File: src/rtl/exc_pkg.sv
package exc_pkg;
  localparam int NUM_EXC = 7;
  localparam int NUM_BANK = 5;
  localparam int BANK_W = $clog2(NUM_BANK + 1);
  localparam logic [BANK_W-1:0] NO_BANK = BANK_W'(NUM_BANK);

  // Enum order is the arbitration priority (lowest value wins).
  typedef enum logic [2:0] {
    EX_RESET = 3'd0,
    EX_DABT  = 3'd1,
    EX_FIQ   = 3'd2,
    EX_IRQ   = 3'd3,
    EX_PABT  = 3'd4,
    EX_UNDEF = 3'd5,
    EX_SWI   = 3'd6
  } exc_e;

  localparam logic [4:0] MODE_USR = 5'b10000;
  localparam logic [4:0] MODE_FIQ = 5'b10001;
  localparam logic [4:0] MODE_IRQ = 5'b10010;
  localparam logic [4:0] MODE_SVC = 5'b10011;
  localparam logic [4:0] MODE_ABT = 5'b10111;
  localparam logic [4:0] MODE_UND = 5'b11011;

  localparam int BIT_IDIS  = 7;
  localparam int BIT_FDIS  = 6;
  localparam int BIT_THUMB = 5;

  function automatic logic [4:0] mode_of(exc_e e);
    case (e)
      EX_RESET, EX_SWI: mode_of = MODE_SVC;
      EX_UNDEF:         mode_of = MODE_UND;
      EX_PABT, EX_DABT: mode_of = MODE_ABT;
      EX_IRQ:           mode_of = MODE_IRQ;
      default:          mode_of = MODE_FIQ;
    endcase
  endfunction

  function automatic logic [7:0] vec_of(exc_e e);
    case (e)
      EX_RESET: vec_of = 8'h00;
      EX_UNDEF: vec_of = 8'h04;
      EX_SWI:   vec_of = 8'h08;
      EX_PABT:  vec_of = 8'h0C;
      EX_DABT:  vec_of = 8'h10;
      EX_IRQ:   vec_of = 8'h18;
      default:  vec_of = 8'h1C;
    endcase
  endfunction

  function automatic logic [BANK_W-1:0] bank_of(logic [4:0] m);
    case (m)
      MODE_SVC: bank_of = BANK_W'(0);
      MODE_ABT: bank_of = BANK_W'(1);
      MODE_UND: bank_of = BANK_W'(2);
      MODE_IRQ: bank_of = BANK_W'(3);
      MODE_FIQ: bank_of = BANK_W'(4);
      default:  bank_of = NO_BANK;
    endcase
  endfunction
endpackage

File: src/rtl/exc_arbiter.sv
module exc_arbiter #(
  parameter int N = 7,
  localparam int SW = $clog2(N)
) (
  input  logic          clk,
  input  logic          rst,
  input  logic [N-1:0]  req,
  input  logic          irq_mask,
  input  logic          fiq_mask,
  output logic          valid,
  output logic [SW-1:0] sel,
  output logic [N-1:0]  grant
);
  import exc_pkg::*;

  logic [N-1:0] live;

  generate
    for (genvar i = 0; i < N; i++) begin : g_mask
      if (i == int'(EX_IRQ)) begin : g_irq
        assign live[i] = req[i] & ~irq_mask;
      end else if (i == int'(EX_FIQ)) begin : g_fiq
        assign live[i] = req[i] & ~fiq_mask;
      end else begin : g_plain
        assign live[i] = req[i];
      end
    end
  endgenerate

  always_comb begin
    valid = 1'b0;
    sel   = '0;
    grant = '0;
    for (int i = N - 1; i >= 0; i--) begin
      if (live[i]) begin
        valid = 1'b1;
        sel   = SW'(i);
      end
    end
    if (valid) grant[sel] = 1'b1;
  end

  AST_ONE_GRANT: assert property (@(posedge clk) disable iff (rst) $onehot0(grant));
  AST_IRQ_MASKED: assert property (@(posedge clk) disable iff (rst) grant[EX_IRQ] |-> !irq_mask);
  AST_FIQ_MASKED: assert property (@(posedge clk) disable iff (rst) grant[EX_FIQ] |-> !fiq_mask);
endmodule

File: src/rtl/exc_bank.sv
module exc_bank #(
  parameter int NBANK = 5,
  parameter int W     = 32,
  localparam int IW   = $clog2(NBANK + 1)
) (
  input  logic          clk,
  input  logic          wr_en,
  input  logic [IW-1:0] wr_idx,
  input  logic [W-1:0]  wr_link,
  input  logic [W-1:0]  wr_psr,
  input  logic [IW-1:0] rd_idx,
  output logic [W-1:0]  rd_link,
  output logic [W-1:0]  rd_psr
);
  logic [W-1:0] link_mem [NBANK];
  logic [W-1:0] psr_mem  [NBANK];

  always_ff @(posedge clk) begin
    if (wr_en && (int'(wr_idx) < NBANK)) begin
      link_mem[wr_idx] <= wr_link;
      psr_mem[wr_idx]  <= wr_psr;
    end
  end

  always_comb begin
    rd_link = '0;
    rd_psr  = '0;
    if (int'(rd_idx) < NBANK) begin
      rd_link = link_mem[rd_idx];
      rd_psr  = psr_mem[rd_idx];
    end
  end
endmodule

File: src/rtl/exc_entry_ctrl.sv
module exc_entry_ctrl #(
  parameter int          XLEN      = 32,
  parameter int          SWI_W     = 20,
  parameter int          PC_OFFSET = 8,
  parameter logic [31:0] VEC_BASE  = 32'h0000_0000,
  parameter logic [31:0] PSR_INIT  = 32'h0000_0010
) (
  input  logic             clk,
  input  logic             rst,
  input  logic             req_reset,
  input  logic             req_undef,
  input  logic             req_swi,
  input  logic             req_pabt,
  input  logic             req_dabt,
  input  logic             req_irq,
  input  logic             req_fiq,
  input  logic [XLEN-1:0]  cur_pc,
  input  logic [XLEN-1:0]  instr,
  input  logic             ret_strobe,
  input  logic             psr_we,
  input  logic [XLEN-1:0]  psr_wdata,
  output logic [XLEN-1:0]  status,
  output logic [XLEN-1:0]  pc_out,
  output logic             pc_load,
  output logic             exc_taken,
  output logic [SWI_W-1:0] swi_num
);
  import exc_pkg::*;

  localparam int SW = $clog2(NUM_EXC);

  logic [NUM_EXC-1:0] req_vec, grant;
  logic               ent_valid;
  logic [SW-1:0]      ent_sel;
  exc_e               ent_exc;
  logic [4:0]         ent_mode;
  logic [XLEN-1:0]    ent_psr, ent_vec;
  logic [BANK_W-1:0]  cur_bank;
  logic               ret_ok;
  logic [XLEN-1:0]    bank_link, bank_psr;

  // Index of each bit equals the priority rank in exc_e.
  assign req_vec = {req_swi, req_undef, req_pabt, req_irq, req_fiq, req_dabt, req_reset};

  exc_arbiter #(.N(NUM_EXC)) u_arb (
    .clk      (clk),
    .rst      (rst),
    .req      (req_vec),
    .irq_mask (status[BIT_IDIS]),
    .fiq_mask (status[BIT_FDIS]),
    .valid    (ent_valid),
    .sel      (ent_sel),
    .grant    (grant)
  );

  assign ent_exc  = exc_e'(ent_sel);
  assign ent_mode = mode_of(ent_exc);
  assign ent_vec  = VEC_BASE + XLEN'(vec_of(ent_exc));

  always_comb begin
    ent_psr            = status;
    ent_psr[4:0]       = ent_mode;
    ent_psr[BIT_THUMB] = 1'b0;
    ent_psr[BIT_IDIS]  = 1'b1;
    if (grant[EX_RESET] || grant[EX_FIQ]) ent_psr[BIT_FDIS] = 1'b1;
  end

  assign cur_bank = bank_of(status[4:0]);
  assign ret_ok   = ret_strobe && !ent_valid && (cur_bank != NO_BANK);

  exc_bank #(.NBANK(NUM_BANK), .W(XLEN)) u_bank (
    .clk     (clk),
    .wr_en   (ent_valid && !rst),
    .wr_idx  (bank_of(ent_mode)),
    .wr_link (cur_pc + XLEN'(PC_OFFSET)),
    .wr_psr  (status),
    .rd_idx  (cur_bank),
    .rd_link (bank_link),
    .rd_psr  (bank_psr)
  );

  always_ff @(posedge clk) begin
    if (rst) begin
      status    <= XLEN'(PSR_INIT);
      pc_out    <= '0;
      pc_load   <= 1'b0;
      exc_taken <= 1'b0;
      swi_num   <= '0;
    end else begin
      exc_taken <= ent_valid;
      pc_load   <= ent_valid || ret_ok;
      if (ent_valid) begin
        status <= ent_psr;
        pc_out <= ent_vec;
        if (grant[EX_SWI]) swi_num <= instr[SWI_W-1:0];
      end else if (ret_ok) begin
        status <= bank_psr;
        pc_out <= bank_link;
      end else if (psr_we) begin
        status <= psr_wdata;
      end
    end
  end

  AST_ENTRY_BITS: assert property (@(posedge clk) disable iff (rst)
    exc_taken |-> (status[BIT_IDIS] && !status[BIT_THUMB]));
  AST_RET_SOURCE: assert property (@(posedge clk) disable iff (rst)
    (pc_load && !exc_taken) |-> $past(ret_strobe));
  AST_FIQ_FDIS: assert property (@(posedge clk) disable iff (rst)
    (exc_taken && pc_out == VEC_BASE + XLEN'(8'h1C)) |-> status[BIT_FDIS]);
  AST_TAKEN_LOAD: assert property (@(posedge clk) disable iff (rst)
    exc_taken |-> pc_load);
endmodule

File: config.mk
export PLATFORM = sky130hd
export DESIGN_NAME = exc_entry_ctrl
export DESIGN_NICKNAME = d
export VERILOG_FILES = /design/src/rtl/exc_pkg.sv /design/src/rtl/exc_arbiter.sv /design/src/rtl/exc_bank.sv /design/src/rtl/exc_entry_ctrl.sv
export SDC_FILE = /design/constraint.sdc
export NUM_CORES = 1
export LEC_CHECK = 0
export ABC_AREA = 1
export CELL_PAD_IN_SITES_DETAIL_PLACEMENT = 1
export CELL_PAD_IN_SITES_GLOBAL_PLACEMENT = 1
export CORE_AREA = 2 2 209 211
export DETAILED_ROUTE_END_ITERATION = 10
export DIE_AREA = 0 0 211 213
export GPL_ROUTABILITY_DRIVEN = 0
export PLACE_DENSITY_LB_ADDON = 0.05
export RECOVER_POWER = 100
export REMOVE_ABC_BUFFERS = 1
export SLEW_MARGIN = 20
export SYNTH_ARGS = -nofsm -noshare
export SYNTH_HDL_FRONTEND = slang
export SYNTH_SLANG_ARGS = --single-unit
File: constraint.sdc
create_clock -name clk -period 9.5 [get_ports clk]
set_input_delay 0.95 -clock clk [delete_from_list [all_inputs] [get_ports clk]]
set_output_delay 0.95 -clock clk [all_outputs]
set_load 0.05 [all_outputs]
==> metrics.cfg, run 1 <==
[pwr]
switching_share_pct = 23.7
p_int_mw = 3.11
p_clk_share_pct = 42.4
power_frac_seq_pct = 48.9
power_per_cell_area_nw_per_um2 = 203
combPwrFrac_pct = 8.8
max-vdd-ir-drop_uv = 107
power.total_mw = 4.07
power_switching_uw = 964
p_leak_nw = 7.32

[cts]
clock_sinks = 406
path_clk_slew_ns = 0.05
cts_max_level = 2
postCtsSetupBuffers = 0
cts_buffer_depth = 3
cts_tree = done
cts_buffers = 46
root_buffer = clkbuf_16
holdBufCountCts = 0
clk_latency_ns = 0.56
cts_resized = 0

[worst_setup_path]
cp-start-kind = input pin
cp-end-kind = flop
cp.arrival_ns = 6.30
worst-setup-path-type = in -> reg
crit_fanout = 52
cp.required_ns = 9.56

[sta]
setup_ws_ns = 3.26
finalSetupViolations = 0
clock_skew_ns = 0.0275
fmax_mhz = 160
period_share_pct = 65.7
fin_crit_ns = 6.24
grt_setup_unrepaired = false
whs_ns = 0.460
hold_viol = 0
slew_headroom_pct = -159
tns_ns = 0
worstMarginPinSlew_ns = 3.88
drv_slew = 372

[global_route]
grt_overflow = 0
track_usage_pct = 20.8
grt_use_met3_pct = 2.94
grt_pass1_wl_mm = 71.2
antenna_found_initial = 2
grt_max_degree = 127
first_global_vias = 12207
busiest_layer = met2
gr-usage-met1_pct = 27.1
use_met2_pct = 36.5

[logic_synthesis]
synth_adder_area_share_pct = 0.0763
synth_compound_area_share_pct = 7.68
synth_top_cell_by_area = edfxtp_1
netlist_top_cells_area = edfxtp_1 59%, nand2_1 11%, dfxtp_1 10%
synth_area_per_cell_um2 = 10.9
synthSimpleGateAreaFrac_pct = 18.2
ys_seq_area_share_pct = 69.1
yosys_warnings = 0
netlist_instances = 1500
synth_top_family_by_area = simple AND/OR/NAND/NOR gates
synth_edf_count = 320
synthArstFlopShare_pct = 0
synthesis.area_um2 = 16400
synth-seq-cells = 406
synth-xor-area-share_pct = 1.44
synthDistinctLibCells = 35
synthMuxAreaShare_pct = 0
yosysTopAreaCellShare_pct = 58.6
dominantRegCellSynth = edfxtp_1

[final_layout]
utilization_pct = 47.0
drive_above_1_share_pct = 5.42
layout_commonest_cell = nand2_1
syn2layout_area_growth_pct = 22.4
final_cell_mix = 484 x nand2_1, 320 x edfxtp_1, 170 x nand3_1, 115 x a21oi_1, 91 x dlygate4sd3_1
fin_nets = 1767
antenna_cells = 0

[die]
die_area_um2 = 44900
placeableCoreArea_um2 = 42700
fp-row-count = 76
start_util_pct = 38.4
io_pins = 193
die_y_um = 213
die_w_um = 211

[detailed_routing]
vias = 11584
drtIter0Drc = 569
post_drt_wl_per_cell_um = 20.5
drc_errors = 0
drt_first_pass_iters = 5
viasPerCell = 5.17
wirelength_mm = 46.0
drt.antenna.violating_nets = 0

[placement]
dp_slack_ns = 4.87
hpwl_mm = 25.7
io_buffers = 180

[outcome]
status = finished, violations left
violations = max-capacitance violations, max-slew violations

[job]
drv_cap = 10

[hold_path]
hold_path_class = reg -> reg

==> Yosys cell counts (all sizes together) (2+ instances only) <==
cell / n
o21ai: 38
nand3: 171
nor2: 39
buf: 47
o31ai: 3
nor3: 10
o211ai: 59
nand4: 2
xnor2: 7
xor2: 20
edfxtp: 320
dfxtp: 86
clkbuf: 40
nand2: 489
a21oi: 117
or2: 2
nor4: 2
inv: 43
==> per-stage QoR <==
stage,std cells,cell area (um^2)
2_1_floorplan,1413,16000
3_3_place_gp,2157,18700
5_1_grt,2242,20100
3_5_place_dp,2157,18700
6_report,2242,20100
4_1_cts,2242,20200
==> kinds of logic after synthesis <==
family	count (synthesis)
and+or+nand+nor	718
AOI/OAI and AO/OA	217
buffers and inverters	131
DFF	406
xor gates and xnor gates	27
adders and majority gates	1
==> worst paths after layout <==
kind | from | end | slack, ns | depth (start not counted)
worst max register to register | status[0]$_SDFFE_PP0P_ | pc_out[29]$_SDFFE_PP0P_ | 3.29 | 10
worst min register to register | pc_out[1]$_SDFFE_PP0P_ | pc_out[1]$_SDFFE_PP0P_ | 0.46 | 2
worst max-delay path | req_irq | u_bank.psr_mem[2][25]$_DFFE_PP_ | 3.26 | 9
worst min-delay path | pc_out[1]$_SDFFE_PP0P_ | pc_out[1]$_SDFFE_PP0P_ | 0.46 | 2
==> cell type report <==
cell class / instances / area, um^2
clock buffer: 70 / 1340
timing repair buffer: 198 / 1910
fill: 4562 / 22600
clock inverter: 15 / 126
multi-input combinational: 963 / 4520
inverter: 44 / 170
tap: 546 / 683
sequential: 406 / 11300
==> worst max-delay path: stages <==
cell and delay [ns]:
dlygate4sd3_1 0.54, nand2_1 0.08, nand2_1 0.05, inv_1 0.08, nand2_1 0.07, nor2_1 0.36
nand2_1 0.12, nor2_1 1.20, clkbuf_1 2.82
==> layer usage <==
metal  share of wire [%]  wire [um]
met5               0.035         16
met1                  45      20700
met4                 1.7        768
met2                  50      22900
met3                 3.5       1630
==> sequential cells by signal, summed over array words and instances (netlist names) <==
name and flops:
pc_out 32, pc_load 1, u_bank.psr_mem 160, u_bank.link_mem 160, status 32, exc_taken 1, swi_num 20
==> power groups by stage <==
stage | Sequential, mW | Combinational, mW | Clock, mW
final | 1.99 | 0.357 | 1.72
after global routing | 1.99 | 0.401 | 1.84
after CTS | 1.99 | 0.372 | 1.77
after detailed placement | 2.02 | 0.370 | 0
after global placement | 2.02 | 0.365 | 0
after floorplan | 2.04 | 0.194 | 0
Power figures use the tool's default switching activity.
==> run 2: changes to the inputs <==
==> constraint.sdc (replaced) <==
create_clock -name clk -period 6.05 [get_ports clk]
set_input_delay 0.605 -clock clk [delete_from_list [all_inputs] [get_ports clk]]
set_output_delay 0.605 -clock clk [all_outputs]
set_load 0.05 [all_outputs]
==> metrics.cfg, run 2 (synthesis gave the netlist of run 1 again) <==
[job]
drv_cap = 3  ; -7

[die]
die_w_um = 211  ; unchanged
fp-row-count = 76  ; unchanged
die_area_um2 = 44900  ; unchanged
start_util_pct = 38.4  ; unchanged
io_pins = 193  ; unchanged
placeableCoreArea_um2 = 42700  ; unchanged
die_y_um = 213  ; unchanged

[global_route]
first_global_vias = 12157  ; -0.41%
track_usage_pct = 20.9  ; +0.14 points
busiest_layer = met2
grt_use_met3_pct = 3.43  ; +0.49 points
grt_overflow = 0  ; unchanged
grt_max_degree = 127  ; unchanged
use_met2_pct = 36.2  ; -0.29 points
gr-usage-met1_pct = 27.7  ; +0.63 points
grt_pass1_wl_mm = 71.6  ; +0.52%
antenna_found_initial = 0  ; -2

[sta]
drv_slew = 119  ; -68%
fmax_mhz = 221
tns_ns = 0  ; unchanged
grt_setup_unrepaired = false
clock_skew_ns = 0.0112  ; -0.0163 ns
slew_headroom_pct = -39.1  ; +120 points
hold_viol = 0  ; unchanged
finalSetupViolations = 0  ; unchanged
period_share_pct = 74.9
fin_crit_ns = 4.53
worstMarginPinSlew_ns = 2.08  ; -1.80 ns

[detailed_routing]
wirelength_mm = 46.2  ; +0.38%
post_drt_wl_per_cell_um = 20.6  ; +0.42%
vias = 11645  ; +0.53%
viasPerCell = 5.20  ; +0.57%
drc_errors = 0  ; unchanged
drtIter0Drc = 576  ; +1.2%
drt.antenna.violating_nets = 0  ; unchanged
drt_first_pass_iters = 5  ; unchanged

[cts]
holdBufCountCts = 0  ; unchanged
cts_max_level = 2  ; unchanged
cts_tree = done
path_clk_slew_ns = 0.06  ; about the same
postCtsSetupBuffers = 0  ; unchanged
cts_buffers = 46  ; unchanged
clk_latency_ns = 0.57  ; about the same
cts_buffer_depth = 3  ; unchanged
root_buffer = clkbuf_16
cts_resized = 0  ; unchanged
clock_sinks = 406  ; unchanged

[worst_setup_path]
cp.arrival_ns = 5.03  ; -1.27 ns
worst-setup-path-type = reg -> reg
cp-end-kind = flop
crit_fanout = 33  ; -37%
cp.required_ns = 6.55  ; -3.01 ns
cp-start-kind = flop

[pwr]
switching_share_pct = 23.8  ; +0.091 points
power_per_cell_area_nw_per_um2 = 316  ; +56%
power.total_mw = 6.36  ; +56%
combPwrFrac_pct = 9.0  ; +0.2 points
power_switching_mw = 1.51  ; +57%
power_frac_seq_pct = 49.1  ; +0.2 points
max-vdd-ir-drop_uv = 211  ; +98%
p_leak_nw = 7.33  ; +0.20%
p_clk_share_pct = 42.0  ; -0.4 points
p_int_mw = 4.85  ; +56%

[final_layout]
reg_top3 = u_bank.link_mem (160), u_bank.psr_mem (160)
syn2layout_area_growth_pct = 22.7
fin_nets = 1766  ; -0.057%
antenna_cells = 0  ; unchanged
multi_input_comb_area_um2 = 4520  ; +0.11%
fillers = 4573  ; +0.24%
final_cell_mix = 484 x nand2_1, 320 x edfxtp_1, 169 x nand3_1, 115 x a21oi_1
seqCellArea_um2 = 11300  ; unchanged
layout_commonest_cell = nand2_1
finalNonFillerCells = 2241  ; -0.045%
drive_above_1_share_pct = 5.31  ; -0.11 points
utilization_pct = 47.1  ; +0.10 points

[placement]
io_buffers = 180  ; unchanged
hpwl_mm = 25.9  ; +0.70%
place_inst = 2156  ; -0.046%

[outcome]
violations = max-capacitance violations, max-slew violations
status = finished, violations left

[hold_path]
hold_path_class = reg -> reg

-- run 2: final cells by class --
type / count / area share, %
flip-flops and latches: 406 / 56.3
multi-input cells: 963 / 22.5
repair buffers: 197 / 9.92
clock buffers: 71 / 6.34
well taps: 546 / 3.40
inverters: 44 / 0.840
clock inverters: 14 / 0.715
-- run 2: power by group through the flow --
stage / clock network [mW] / logic [mW] / registers (mW)
6_report: 2.67 / 0.570 / 3.12
5_1_grt: 2.83 / 0.640 / 3.13
4_1_cts: 2.73 / 0.587 / 3.12
3_5_place_dp: 0 / 0.585 / 3.18
3_3_place_gp: 0 / 0.576 / 3.17
2_1_floorplan: 0 / 0.305 / 3.20
-- run 2: final timing paths --
check,end,slack (ns),start,cells past startpoint
worst max-delay path,pc_out[18]$_SDFFE_PP0P_,1.52,status[0]$_SDFFE_PP0P_,10
worst min-delay path,pc_out[1]$_SDFFE_PP0P_,0.46,pc_out[1]$_SDFFE_PP0P_,2
worst max register to register,pc_out[18]$_SDFFE_PP0P_,1.52,status[0]$_SDFFE_PP0P_,10
worst min register to register,pc_out[1]$_SDFFE_PP0P_,0.46,pc_out[1]$_SDFFE_PP0P_,2
-- run 2: metrics by stage --
step | setup slack (ns) | hold WS, ns | cell area, um^2
after floorplan | -0.176 | 0.529 | 16000
after global placement | 1.48 | 0.450 | 18800
after detailed placement | 1.44 | 0.460 | 18800
after CTS | 1.94 | 0.469 | 20200
after global routing | 1.14 | 0.484 | 20100
final | 1.52 | 0.463 | 20100
-- run 2: worst max-delay path, cell delays in order (launching register included) --
cell and delay [ns]:
dfxtp_1 0.66, nand2_1 0.13, nand3b_1 0.31, nand2_1 0.52, clkinvlp_2 1.45, buf_4 0.80, nand3_1 0.17, nand2_1 0.06
nand2_1 0.05, o211ai_1 0.12, a21oi_1 0.16
-- run 2: per-layer routing --
metal | part of all wire [%] | vias to the layer above | wire length, um
met3 | 3.3 | 52 | 1510
met1 | 46 | 5868 | 21100
met4 | 1.5 | 0 | 671
met5 | 0 | - | 0
met2 | 50 | 175 | 22900
li1 | - | 5550 | -
